**src/rtl/vpg_pkg.sv**
```systemverilog
package vpg_pkg;

    typedef enum logic [1:0] {
        ST_SEEK_VS   = 2'd0,
        ST_SEEK_LINE = 2'd1,
        ST_SEEK_ENB  = 2'd2,
        ST_TRACK     = 2'd3
    } ref_state_t;

endpackage

```
**src/rtl/vpg_edge_det.sv**
```systemverilog
module vpg_edge_det #(
    parameter int N = 2
) (
    input  logic         clk,
    input  logic         rst_n,
    input  logic [N-1:0] sig_i,
    output logic [N-1:0] rise_o
);

    logic [N-1:0] prev_q;

    for (genvar g = 0; g < N; g++) begin : g_bit
        always_ff @(posedge clk) begin
            if (!rst_n) begin
                prev_q[g] <= 1'b0;
            end else begin
                prev_q[g] <= sig_i[g];
            end
        end

        assign rise_o[g] = sig_i[g] & ~prev_q[g];
    end

endmodule

```
**src/rtl/vpg_ref_fsm.sv**
```systemverilog
module vpg_ref_fsm
    import vpg_pkg::*;
#(
    parameter int POS_W = 12
) (
    input  logic             clk,
    input  logic             rst_n,
    input  logic             hs_rise_i,
    input  logic             vs_rise_i,
    input  logic             enb_edge_i,
    output logic [POS_W-1:0] pos_o,
    output logic             armed_o
);

    localparam logic [POS_W-1:0] POS_MAX = {POS_W{1'b1}};

    ref_state_t       state_q;
    ref_state_t       state_d;
    logic [POS_W-1:0] pos_q;
    logic             ref_taken;

    // Zero point: strobe seen while waiting for it, unless a new frame starts.
    assign ref_taken = (state_q == ST_SEEK_ENB) && enb_edge_i && !vs_rise_i;

    always_ff @(posedge clk) begin
        if (!rst_n) begin
            state_q <= ST_SEEK_VS;
        end else begin
            state_q <= state_d;
        end
    end

    always_comb begin
        state_d = state_q;
        if (vs_rise_i) begin
            state_d = ST_SEEK_LINE;
        end else begin
            unique case (state_q)
                ST_SEEK_VS:   state_d = ST_SEEK_VS;
                ST_SEEK_LINE: if (hs_rise_i) state_d = ST_SEEK_ENB;
                ST_SEEK_ENB:  if (enb_edge_i) state_d = ST_TRACK;
                ST_TRACK:     state_d = ST_TRACK;
                default:      state_d = ST_SEEK_VS;
            endcase
        end
    end

    always_ff @(posedge clk) begin
        if (!rst_n) begin
            pos_q <= '0;
        end else if (ref_taken) begin
            pos_q <= '0;
        end else if (pos_q != POS_MAX) begin
            pos_q <= pos_q + 1'b1;
        end
    end

    assign pos_o   = pos_q;
    assign armed_o = (state_q != ST_SEEK_VS);


    clear_state_chk: assert property (@(posedge clk)
        !rst_n |=> (pos_q == '0) && (state_q == ST_SEEK_VS));


    vs_restart_chk: assert property (@(posedge clk) disable iff (!rst_n)
        vs_rise_i |=> (state_q == ST_SEEK_LINE));


    ref_zero_chk: assert property (@(posedge clk) disable iff (!rst_n)
        (state_q == ST_SEEK_ENB && enb_edge_i && !vs_rise_i)
        |=> (pos_q == '0) && (state_q == ST_TRACK));


    no_wrap_chk: assert property (@(posedge clk) disable iff (!rst_n)
        (pos_q == POS_MAX && !(state_q == ST_SEEK_ENB && enb_edge_i))
        |=> (pos_q == POS_MAX));

endmodule

```
**src/rtl/vpg_pulse_shaper.sv**
```systemverilog
module vpg_pulse_shaper #(
    parameter int POS_W = 12
) (
    input  logic             clk,
    input  logic             rst_n,
    input  logic             armed_i,
    input  logic [POS_W-1:0] pos_i,
    input  logic [POS_W-1:0] fall_pos_i,
    input  logic [POS_W-1:0] rise_pos_i,
    input  logic             hs_rise_i,
    input  logic             vsync_i,
    input  logic             prog_en_i,
    output logic             pulse_o
);

    logic prog_q;
    logic vs_lat_q;
    logic hit_fall;
    logic hit_rise;

    assign hit_fall = armed_i && (pos_i == fall_pos_i) && (fall_pos_i != rise_pos_i);
    assign hit_rise = armed_i && (pos_i == rise_pos_i);

    always_ff @(posedge clk) begin
        if (!rst_n) begin
            prog_q <= 1'b1;
        end else if (hit_fall) begin
            prog_q <= 1'b0;
        end else if (hit_rise) begin
            prog_q <= 1'b1;
        end
    end

    always_ff @(posedge clk) begin
        if (!rst_n) begin
            vs_lat_q <= 1'b1;
        end else if (hs_rise_i) begin
            vs_lat_q <= vsync_i;
        end
    end

    assign pulse_o = prog_en_i ? prog_q : vs_lat_q;


    clear_out_chk: assert property (@(posedge clk)
        !rst_n |=> prog_q && vs_lat_q);


    fall_hit_chk: assert property (@(posedge clk) disable iff (!rst_n)
        (armed_i && pos_i == fall_pos_i && fall_pos_i != rise_pos_i) |=> !prog_q);


    rise_hit_chk: assert property (@(posedge clk) disable iff (!rst_n)
        (armed_i && pos_i == rise_pos_i && fall_pos_i != pos_i) |=> prog_q);


    unlocked_high_chk: assert property (@(posedge clk) disable iff (!rst_n)
        (!armed_i && prog_q) |=> prog_q);


    vs_relatch_chk: assert property (@(posedge clk) disable iff (!rst_n)
        hs_rise_i |=> (vs_lat_q == $past(vsync_i)));

endmodule

```
**src/rtl/vframe_pulse_gen.sv**
```systemverilog
module vframe_pulse_gen #(
    parameter int POS_W = 12
) (
    input  logic             clk,
    input  logic             rst_n,
    input  logic             hsync_i,
    input  logic             vsync_i,
    input  logic             enb_edge_i,
    input  logic             prog_en_i,
    input  logic [POS_W-1:0] fall_pos_i,
    input  logic [POS_W-1:0] rise_pos_i,
    output logic             vpulse_o
);

    localparam int N_SYNC = 2;
    localparam int HS_IDX = 0;
    localparam int VS_IDX = 1;

    logic [N_SYNC-1:0] sync_in;
    logic [N_SYNC-1:0] sync_rise;
    logic [POS_W-1:0]  pos;
    logic              armed;

    assign sync_in[HS_IDX] = hsync_i;
    assign sync_in[VS_IDX] = vsync_i;

    vpg_edge_det #(.N(N_SYNC)) u_edges (
        .clk    (clk),
        .rst_n  (rst_n),
        .sig_i  (sync_in),
        .rise_o (sync_rise)
    );

    vpg_ref_fsm #(.POS_W(POS_W)) u_ref (
        .clk        (clk),
        .rst_n      (rst_n),
        .hs_rise_i  (sync_rise[HS_IDX]),
        .vs_rise_i  (sync_rise[VS_IDX]),
        .enb_edge_i (enb_edge_i),
        .pos_o      (pos),
        .armed_o    (armed)
    );

    vpg_pulse_shaper #(.POS_W(POS_W)) u_shape (
        .clk        (clk),
        .rst_n      (rst_n),
        .armed_i    (armed),
        .pos_i      (pos),
        .fall_pos_i (fall_pos_i),
        .rise_pos_i (rise_pos_i),
        .hs_rise_i  (sync_rise[HS_IDX]),
        .vsync_i    (vsync_i),
        .prog_en_i  (prog_en_i),
        .pulse_o    (vpulse_o)
    );

endmodule

```
**config.mk**
```make
export PLATFORM = sky130hd
export DESIGN_NAME = vframe_pulse_gen
export DESIGN_NICKNAME = d
export VERILOG_FILES = /design/src/rtl/vpg_pkg.sv /design/src/rtl/vpg_edge_det.sv /design/src/rtl/vpg_ref_fsm.sv /design/src/rtl/vpg_pulse_shaper.sv /design/src/rtl/vframe_pulse_gen.sv
export SDC_FILE = /design/constraint.sdc
export NUM_CORES = 1
export LEC_CHECK = 0
export ABC_AREA = 1
export BUFFER_PORTS_ARGS = -buffer_cell sky130_fd_sc_hd__buf_4
export CELL_PAD_IN_SITES_DETAIL_PLACEMENT = 1
export CELL_PAD_IN_SITES_GLOBAL_PLACEMENT = 2
export CORE_MARGIN = 8
export CORE_UTILIZATION = 29
export DETAILED_ROUTE_END_ITERATION = 8
export PLACE_DENSITY_LB_ADDON = 0.1
export SLEW_MARGIN = 20
export SYNTH_ARGS = -nofsm -noshare
export SYNTH_HDL_FRONTEND = slang
export SYNTH_SLANG_ARGS = --single-unit
```
**constraint.sdc**
```tcl
create_clock -name clk -period 2.6 [get_ports clk]
set_input_delay 0.52 -clock clk [delete_from_list [all_inputs] [get_ports clk]]
set_output_delay 0.52 -clock clk [all_outputs]
set_load 0.005 [all_outputs]
```
# [Yosys cells after proc, flatten, opt, wreduce, memory -nomap -nowiden]
# Cells that the tools add are included.
[totals] reg_bits=18 input_bits=30 output_inout_bits=1 elab_cells=44
[op_classes] n_addsub=1 n_eq_ne=11 muxes=7 bitwise_logic=5 n_reduce_logical=13
[op_table] cell="12-bit == test" count=2
[op_table] cell="12-bit by 1-bit adder with 12-bit output (second input constant)" count=1
[op_table] cell="12-bit != test" count=1
[op_table] cell="12-bit != test (second input constant)" count=1
[op_table] cell="2-bit case mux with 4 select lines" count=1
[op_table] cell="1-bit logical AND" count=5
[op_table] cell="2-bit == test (second input constant)" count=2
[op_table] cell="1-bit two-way mux" count=4
[op_table] cell="2-bit two-way mux" count=2
[op_table] cell="2-bit AND reduction" count=2
[op_table] cell="2-bit nonzero test" count=2
[op_table] cell="2-bit OR reduction" count=2
[op_table] cell="3-bit by 1-bit != test with 1-bit output (second input constant)" count=1
[op_table] cell="3-bit by 2-bit != test with 1-bit output (second input constant)" count=1
[op_table] cell="1-bit inverter" count=3
[op_table] cell="1-bit AND" count=2
[op_table] cell="2-bit by 1-bit == test with 1-bit output (second input constant)" count=1
[op_table] cell="2-bit logical NOT" count=1
[op_table] cell="2-bit by 1-bit != test with 1-bit output (second input constant)" count=1
[op_table] cell="2-bit != test (second input constant)" count=1
[op_table] cell="1-bit logical NOT" count=1

# [Longest topological paths before layout]
# Gate-level depths: netlist (run 1).
[depth] depth_word=5 depth_mapped=11 mapped_depth_nobuf=11

# [Cells and area by module]
# Synthesis (run 1) repeated with hierarchy kept, for this count alone.
[unflattened] hier_cells=261 area_unflattened_um2=1510.2
[by_module_without_submodules] mod="vpg_ref_fsm" n_inst=1 cells_each=112 area_per_inst_um2=760.7 seq_area_each_um2=280.3
[by_module_without_submodules] mod="vpg_pulse_shaper" n_inst=1 cells_each=139 area_per_inst_um2=674.4 seq_area_each_um2=40.0
[by_module_without_submodules] mod="vpg_edge_det" n_inst=1 cells_each=10 area_per_inst_um2=75.1 seq_area_each_um2=40.0

# [Least setup slack after synthesis (run 1)]
# OpenSTA, ideal clock, no wires.
[synth_path] kind="register to register" startpoint="register u_ref.pos_q[0], in the netlist u_ref.pos_o[0]" endpoint="register u_ref.pos_q[2], in the netlist u_ref.pos_o[2]" setup_time_ns=0.115 arrival_time_ns=1.315 t_required_ns=2.485 slack_ns=1.170 path_stages_with_launch=8 n_path_buf=1 period_less_slack_ns=1.430 cell_sequence="dfxtp_1 -> ha_1 -> nand2_2 -> nor3_2 -> nand2_2 -> buf_6 -> a21oi_1 -> nor2_1"
[synth_between] elab_chain_len=1 word_cells_on_any_way=2 classes_between="add/sub (1); eq/ne (1)"
[synth_rtl] item="start, declared" line="vpg_ref_fsm.sv:19" text="logic [POS_W-1:0] pos_q;"
[synth_rtl] item="start signal, assigned" line="vpg_ref_fsm.sv:54" text="pos_q <= pos_q + 1'b1;"
[synth_rtl] item="12-bit by 1-bit adder with 12-bit output or 12-bit != test (tied branches)" line="vpg_ref_fsm.sv:54, vpg_ref_fsm.sv:53"
# Several ways; a longest one is shown, not always the timed one.
# A chain may end at the register's enable or synchronous reset.

# [Final worst setup path (run 1)]
[layout_path] startpoint="register u_ref.pos_q[0], in the netlist u_ref.pos_o[0]" endpoint="register u_ref.pos_q[4], in the netlist u_ref.pos_o[4]"
# The elaborated chain is that of the path after synthesis.

==> results.md, run 1 <==
- The flow ran to the end, and the final reports show no timing, DRC or antenna violations.
- The number of nets still failing antenna checks after routing is 0.
- The classification of the worst setup path is flop to flop.
- The upper clock frequency limit is 583.7 MHz.
- The type of the most critical hold path is input port to flop.
- Setup repair after global routing left no endpoint under its margin.
- The routed via count is 1,496.
- The number of antenna violations at the first check in global routing is 0.
- The first-pass GRT wire length is 7.086 mm.
- The final standard cell utilization of the core is 0.3705.
- The worst-case IR drop observed on VDD is between 0.2 and 0.3 mV.
- The type of element launching the critical path is a flop.
- The cell count after synthesis is 248.
- The max-slew violation total from the final report is 0.
- The area of placed instances is 1720 um2.
- After layout, the minimum clock period comes to 1.713 ns.
- In the layout the commonest cells are 86 x sky130_fd_sc_hd__nand2_1, 47 x sky130_fd_sc_hd__inv_1, 30 x sky130_fd_sc_hd__buf_4.
- Synthesis inferred 18 register bits.
- The wire length reported by the detailed router is 4.028 mm.
- After floorplanning, the core was sized to cover around 4800 um2.
- Clock skew on the completed layout was measured at 0.004082 ns.
- Dividing the final minimum period by the clock period gives 0.6589.
- The number of buffers added for setup after CTS is 0.
- The largest net degree at the start of global routing is 15.
- The clock tree from TritonCTS is yes.
- The post-route DRC violation count is 0.
- The overall die width is 86.32 um.
- For this configuration, the core starts out at a cell density of 0.3016.
- The static power due to leakage is just under 0.9 nW.
- The hold violation count in the final report is 0.
- The finished cells cover 1762 um2.
- The detailed router finished its first iteration with 26 violations.
- Along the worst path, the maximum fanout reaches 14.
- The post-cts hold buffer count is 0.
- Counting the buffers created by CTS gives 3.
- At the end of the flow, the number of nets in the layout was 312.
- The die area is 7450 um2.
- In this run the cell area of the synthesized design comes to 1434 um2.
- After the flow finishes, the layout carries non-filler instances totaling approximately 350.
- The type of destination of the critical path is a flop.
- The reported max-cap violation count is 0.
- Detailed placement ended at an HPWL of 3.412 mm.
- The number of nets in the synthesized netlist is 279.
- The global placer's final weighted congestion is ~0.8.
- For the worst setup path, the data required time is about 2.8 ns.
- The predominant post-synthesis flop cell is sky130_fd_sc_hd__dfxtp_1.
- Global routing finished with a remaining overflow of 0.
- The clock passes through at most 2 buffers.
- The total number of H-tree levels is 1.
- Dividing the synthesized area by the synthesized cell count gives 5.782 um2.
- Measured against its own limit, the worst slew margin works out to 0.7584.
- Setup violations remaining at the end of the flow were counted as 0.
- The worst slack on hold paths is 0.4541 ns.
- For the final routed database, the setup TNS stands at 0 ns.
- The die outline height is around 86 um.
- The floorplan has 25 rows.
- For this run, the total global-route usage over all layers was measured as 0.1172.
- The I/O pin count is 31.
- 0 antenna diodes ended up in the layout.
- The yosys synthesis warning count is 0.
- The via count of the first global-routing pass is 1,586.
- The count of flip-flops with a built-in enable after synthesis is 0.
- For this run, the register share of the synthesized area comes to 0.2513.
- The ratio of cells with drive above 1 in the final layout is 0.1505.
- The total of cells resized after clock tree synthesis is 0.
- The first detailed-routing pass ran for 4 iterations.
- After clock tree synthesis, the clock-pin slew on the worst setup and hold paths is 0.07 ns.
- In the routed layout, each cell is associated on average with a via count of 4.324.
- The average detailed-routed wire length per instance is 11.64 um.
- The clock latency at the later pin of the worst-skew pair is 0.26 ns.
- In this run the power density over the cells is 360.4 nW/um2.
- The clock net in this run drives a total of 18 sinks.
- The placed instance count is about 340.
- The clock tree root driver cell is sky130_fd_sc_hd__clkbuf_8.
- The share of synthesized registers carrying an async set or reset is 0.
- The synthesis-to-layout area growth is 22.86%.
- The count of cell types in the netlist is 23.
- The measured slew at the worst slew-check pin is ~0.36 ns.
- The data arrival at the endpoint of the critical path is 1.90 ns.
- The commonest non-fill, non-tap cell in the layout is sky130_fd_sc_hd__nand2_1.
- The number of port buffers is 30.
==> kinds of logic after synthesis <==
group,share of synthesized area
DFF,0.2513
AOI/OAI and AO/OA,0.1099
xor gates and xnor gates,0.09163
and+or+nand+nor,0.3997
adders and majority gates,0.008725
buffers and inverters,0.1387
==> sequential cells by signal, indices dropped and copies added (netlist names) <==
register	flops
u_shape.prog_q	1
u_ref.state_q	2
u_shape.vs_lat_q	1
u_ref.pos_o	12
u_edges.prev_q	2
==> critical path, cell delays in order, from the launching register on <==
cell                      delay [ns]
sky130_fd_sc_hd__dfxtp_1        0.46
sky130_fd_sc_hd__ha_1           0.27
sky130_fd_sc_hd__nand2_2        0.10
sky130_fd_sc_hd__nor3_2         0.23
sky130_fd_sc_hd__nand2_2        0.22
sky130_fd_sc_hd__nand2_1        0.13
sky130_fd_sc_hd__o21ai_0        0.09
sky130_fd_sc_hd__a21oi_1        0.14
==> cell usage after synthesis, types with 2 or more instances <==
| cell type | number | area share |
|---|---|---|
| sky130_fd_sc_hd__dfxtp_1 | 18 | 0.25 |
| sky130_fd_sc_hd__nor3_2 | 2 | 0.014 |
| sky130_fd_sc_hd__a21oi_1 | 9 | 0.031 |
| sky130_fd_sc_hd__xnor2_1 | 14 | 0.086 |
| sky130_fd_sc_hd__nand2_1 | 86 | 0.23 |
| sky130_fd_sc_hd__buf_6 | 2 | 0.016 |
| sky130_fd_sc_hd__nand4_1 | 2 | 0.0087 |
| sky130_fd_sc_hd__nand3_2 | 2 | 0.014 |
| sky130_fd_sc_hd__a31oi_1 | 2 | 0.0087 |
| sky130_fd_sc_hd__o21ai_0 | 11 | 0.038 |
| sky130_fd_sc_hd__o21ai_1 | 3 | 0.010 |
| sky130_fd_sc_hd__nand3_1 | 7 | 0.024 |
| sky130_fd_sc_hd__nor2_1 | 27 | 0.071 |
| sky130_fd_sc_hd__o211ai_1 | 2 | 0.010 |
| sky130_fd_sc_hd__nor3_1 | 5 | 0.017 |
| sky130_fd_sc_hd__nand2_2 | 3 | 0.013 |
| sky130_fd_sc_hd__inv_1 | 47 | 0.12 |
==> through the flow <==
stage / total power (W) / setup slack [ns]
finish: 0.0006349 / 0.8869
global route: 0.0006779 / 0.6339
CTS: 0.0006498 / 0.8541
detailed placement: 0.0004452 / 0.8741
global placement: 0.0004432 / 0.9748
floorplan: 0.0003776 / 1.170
==> power breakdown <==
| group | internal (W) | total (W) | leakage (nW) | switching [W] |
|---|---|---|---|---|
| Sequential | 0.000284 | 0.000295 | 0.147 | 0.0000108 |
| Combinational | 0.0000709 | 0.000140 | 0.727 | 0.0000688 |
| Clock | 0.000103 | 0.000200 | 0.0216 | 0.0000969 |
| Total | 0.000458 | 0.000635 | 0.895 | 0.000177 |
==> per-layer routing <==
metal / routed length, um / track usage / up-vias
li1: - / - / 816
met4: 42 / 0.03286 / 0
met5: 0 / 0 / -
met3: 129 / 0.02552 / 4
met1: 1905 / 0.1386 / 658
met2: 1951 / 0.2064 / 18
==> cell type report <==
class	instances	area, um2
clock buffers	3	41.29
inverters	47	176.4
multi-input cells	181	874.6
well taps	67	83.83
fillers	677	2993
flip-flops and latches	18	360.3
repair buffers	30	225.2
==> worst paths after layout <==
| kind | depth (start not counted) | to | slack, ns | from |
|---|---|---|---|---|
| max | 7 | u_ref.pos_o[4] | 0.89 | u_ref.pos_o[0] |
| min | 3 | u_edges.prev_q[1] | 0.45 | vsync_i |
| max reg2reg | 7 | u_ref.pos_o[4] | 0.89 | u_ref.pos_o[0] |
| min reg2reg | 2 | u_shape.vs_lat_q | 0.50 | u_shape.vs_lat_q |
Power figures use the tool's default switching activity.
==> inputs of run 2 (changes only) <==
--- a/config.mk
+++ b/config.mk
@@ -10,7 +10,7 @@
 export CELL_PAD_IN_SITES_DETAIL_PLACEMENT = 1
 export CELL_PAD_IN_SITES_GLOBAL_PLACEMENT = 2
 export CORE_MARGIN = 8
-export CORE_UTILIZATION = 29
+export CORE_UTILIZATION = 27
 export DETAILED_ROUTE_END_ITERATION = 8
 export PLACE_DENSITY_LB_ADDON = 0.1
 export SLEW_MARGIN = 20
==> constraint.sdc (replaced) <==
create_clock -name clk -period 1.6 [get_ports clk]
set_input_delay 0.32 -clock clk [delete_from_list [all_inputs] [get_ports clk]]
set_output_delay 0.32 -clock clk [all_outputs]
set_load 0.005 [all_outputs]
==> run 2 against run 1 <==
Compared with the run above: non-clock buffer count up 3; clock power up 59%; clock skew down 0.0024 ns; combinational power up 74%; first-iteration DRC count rose to 2.9 times the previous value; worst hold slack worse by 0.20 ns; power up 63%; critical path type unchanged; largest power group unchanged; core utilization down 1.8 points; cell count up 1.7%.
==> results.md, run 2 (synthesis results as in run 1) <==
- The flow ran to the end, and the final reports show no timing, DRC or antenna violations.
- The remaining global-route overflow was 0 (unchanged).
- The largest fanout of any net on the critical path is 14 (unchanged).
- Setup repair after global routing left no endpoint under its margin.
- The clock latency at the later pin of the worst-skew pair is 0.25 ns (about the same).
- The global placer's final weighted congestion was 0.7272 (-11%).
- The number of port buffers is 30 (unchanged).
- The worst slack on hold paths is 0.2496 ns (-0.2045 ns).
- The total power per unit cell area came to 575.5 nW/um2 (+60%).
- The final design instance area without fill came to 1802 um2 (+2.3%).
- The post-layout net count was 315 (+0.96%).
- The clock-pin transition on the worst setup and hold timing paths is 0.07 ns (about the same).
- The die outline height came to 88.88 um (+3.0%).
- The tree is rooted in a sky130_fd_sc_hd__clkbuf_8.
- The global-route usage over all layers was 0.1121 (-0.005142).
- The measured slew at the worst slew-check pin is 0.3029 ns (-0.05909 ns).
- The final instance count without filler cells is 352 (+1.7%).
- The library cells used most frequently in the layout, excluding fill and tap cells, are 86 x sky130_fd_sc_hd__nand2_1, 47 x sky130_fd_sc_hd__inv_1, 33 x sky130_fd_sc_hd__buf_4.
- The clock tree from TritonCTS is yes.
- The area of placed instances is 1747 um2 (+1.5%).
- The number of buffers on the longest clock path is 2 (unchanged).
- The total number of H-tree levels came to 1 (unchanged).
- The reported max-cap violation count is 0 (unchanged).
- The number of nets still failing antenna checks after routing came to 0 (unchanged).
- Leaving out fill and tap cells, the most frequent cell in the layout is sky130_fd_sc_hd__nand2_1.
- The wire length reported by the detailed router came to 4.155 mm (+3.2%).
- The die area was 7899 um2 (+6.0%).
- The routed via count is 1,516 (+1.3%).
- The reg-to-reg startpoint is u_ref.pos_o[0].
- The detailed-route vias per instance came to 4.307 (-0.39%).
- The core area came to 5107 um2 (+7.4%).
- STA classifies the critical path startpoint as a flop.
- The final count of negative-setup-slack endpoints came to 0 (unchanged).
- The max-slew violation total from the final report is 0 (unchanged).
- The number of antenna violations at the first check in global routing is 0 (unchanged).
- The DRC marker count from the first detailed-route iteration is 76 (+190%).
- The final critical-path share of the clock period is 0.9001 (+0.2412).
- The worst setup slack for register-to-register paths is 0.16 ns (-0.73 ns).
- The number of detailed-route iterations in the first pass is 4 (unchanged).
- The data arrival at the endpoint of the critical path is 1.63 ns (-0.27 ns).
- The hold violation count in the final report is 0 (unchanged).
- The worst setup path is captured at a flop.
- The via count of the first global-routing pass is 1,508 (-4.9%).
- The post-route DRC violation count was 0 (unchanged).
- The ratio of cells with drive above 1 in the final layout was 0.1631 (+0.01258).
- The largest net degree at the start of global routing is 15 (unchanged).
- The total inserted antenna cells is 0 (unchanged).
- The upper clock frequency limit is 694.4 MHz (+19%).
- The floorplan row count is 26 (+4.0%).
- The initial standard-cell utilization of the core is 0.2807 (-0.02083).
- The overall die width is 88.88 um (+3.0%).
- Relative to the synthesized area, the layout overhead comes to 25.65%.
- The beginning of the critical path is u_ref.pos_o[0].
- The number of buffers added by the clock tree synthesis step is 3 (unchanged).
- The final setup TNS was 0 ns (unchanged).
- The type of the most critical hold path is input port to flop.
- The worst clock skew on the final layout is 0.001670 ns (-0.002412 ns).
- The max-slew headroom at the worst pin came to 0.7978 (+0.03938).
- The clock net sink count is 18 (unchanged).
- The static power due to leakage is 0.9402 nW (+5.0%).
- The first-pass GRT wire length came to 6.955 mm (-1.8%).
- The placed instance count is 349 (+1.7%).
- The post-cts hold buffer count is 0 (unchanged).
- In this run the most critical hold path is launched from vsync_i.
- The classification of the worst setup path is flop to flop.
- The post-route minimum period is 1.440 ns (-0.2730 ns).
- The average detailed-routed wire length per instance was 11.80 um (+1.4%).
- The I/O pin count is 31 (unchanged).
- The maximum vdd drop is 0.5484 mV (+100%).
- The HPWL after detailed placement is 3.581 mm (+5.0%).
- The worst endpoint required time is 1.79 ns (-1.00 ns).
- The number of flip-flops under the largest register name came to 12 (unchanged).
[run 2: cell types whose count changed in the layout (fill, tap and decap cells not counted)]
cell | previous run | this run
sky130_fd_sc_hd__nor3_2 | 2 | 1
sky130_fd_sc_hd__ha_1 | 1 | 0
sky130_fd_sc_hd__nand2_4 | 0 | 1
sky130_fd_sc_hd__nand2_2 | 3 | 2
sky130_fd_sc_hd__buf_4 | 30 | 33
sky130_fd_sc_hd__ha_2 | 0 | 1
sky130_fd_sc_hd__nor3_4 | 0 | 1
[run 2: critical path: stages, from the launching register on]
cell and delay, ns:
sky130_fd_sc_hd__dfxtp_1 0.35, sky130_fd_sc_hd__ha_2 0.22, sky130_fd_sc_hd__nand2_2 0.09, sky130_fd_sc_hd__nor3_4 0.23
sky130_fd_sc_hd__nand2_4 0.15, sky130_fd_sc_hd__nand2_1 0.13, sky130_fd_sc_hd__o21ai_0 0.08, sky130_fd_sc_hd__a21oi_1 0.11
[run 2: where the power goes]
part	internal [W]	switching, W	leakage, nW	total, W
Sequential	0.000462	0.0000121	0.147	0.000474
Combinational	0.000123	0.000121	0.772	0.000244
Clock	0.000167	0.000151	0.0216	0.000318
Total	0.000753	0.000284	0.940	0.00104
[run 2: worst paths after layout]
| path | to | depth (start not counted) |
|---|---|---|
| hold / removal | u_edges.prev_q[1] | 3 |
| setup reg to reg | u_ref.pos_o[3] | 7 |
| hold reg to reg | u_shape.vs_lat_q | 2 |
| setup / recovery | u_ref.pos_o[3] | 7 |
[run 2: through the flow]
| step | setup WS [ns] | util | total power (W) |
|---|---|---|---|
| after CTS | 0.04613 | 0.3501 | 0.001063 |
| after global placement | 0.1379 | 0.3420 | 0.0007309 |
| final | 0.1599 | 0.3528 | 0.001037 |
| after detailed placement | 0.06896 | 0.3420 | 0.0007333 |
| after floorplan | 0.1696 | - | 0.0006136 |
| after global routing | 0.002334 | 0.3528 | 0.001109 |
[run 2: final cells by class]
class,count,area [um2]
Clock buffer,3,41.29
Timing Repair Buffer,33,247.7
Sequential cell,18,360.3
Multi-Input combinational cell,181,888.4
Fill cell,714,3306
Tap cell,70,87.58
Inverter,47,176.4
[run 2: routing by layer]
metal,wire [um],vias up,track usage
met3,100,4,0.02321
met1,2007,672,0.1413
met2,2018,15,0.1894
li1,-,825,-
met4,28,0,0.02304
met5,0,-,0
[run 2: timing repair]
item	4_1_cts	5_1_grt
buffers inserted	0	0
resized for setup	0	3
endpoints found under the setup margin	0	5
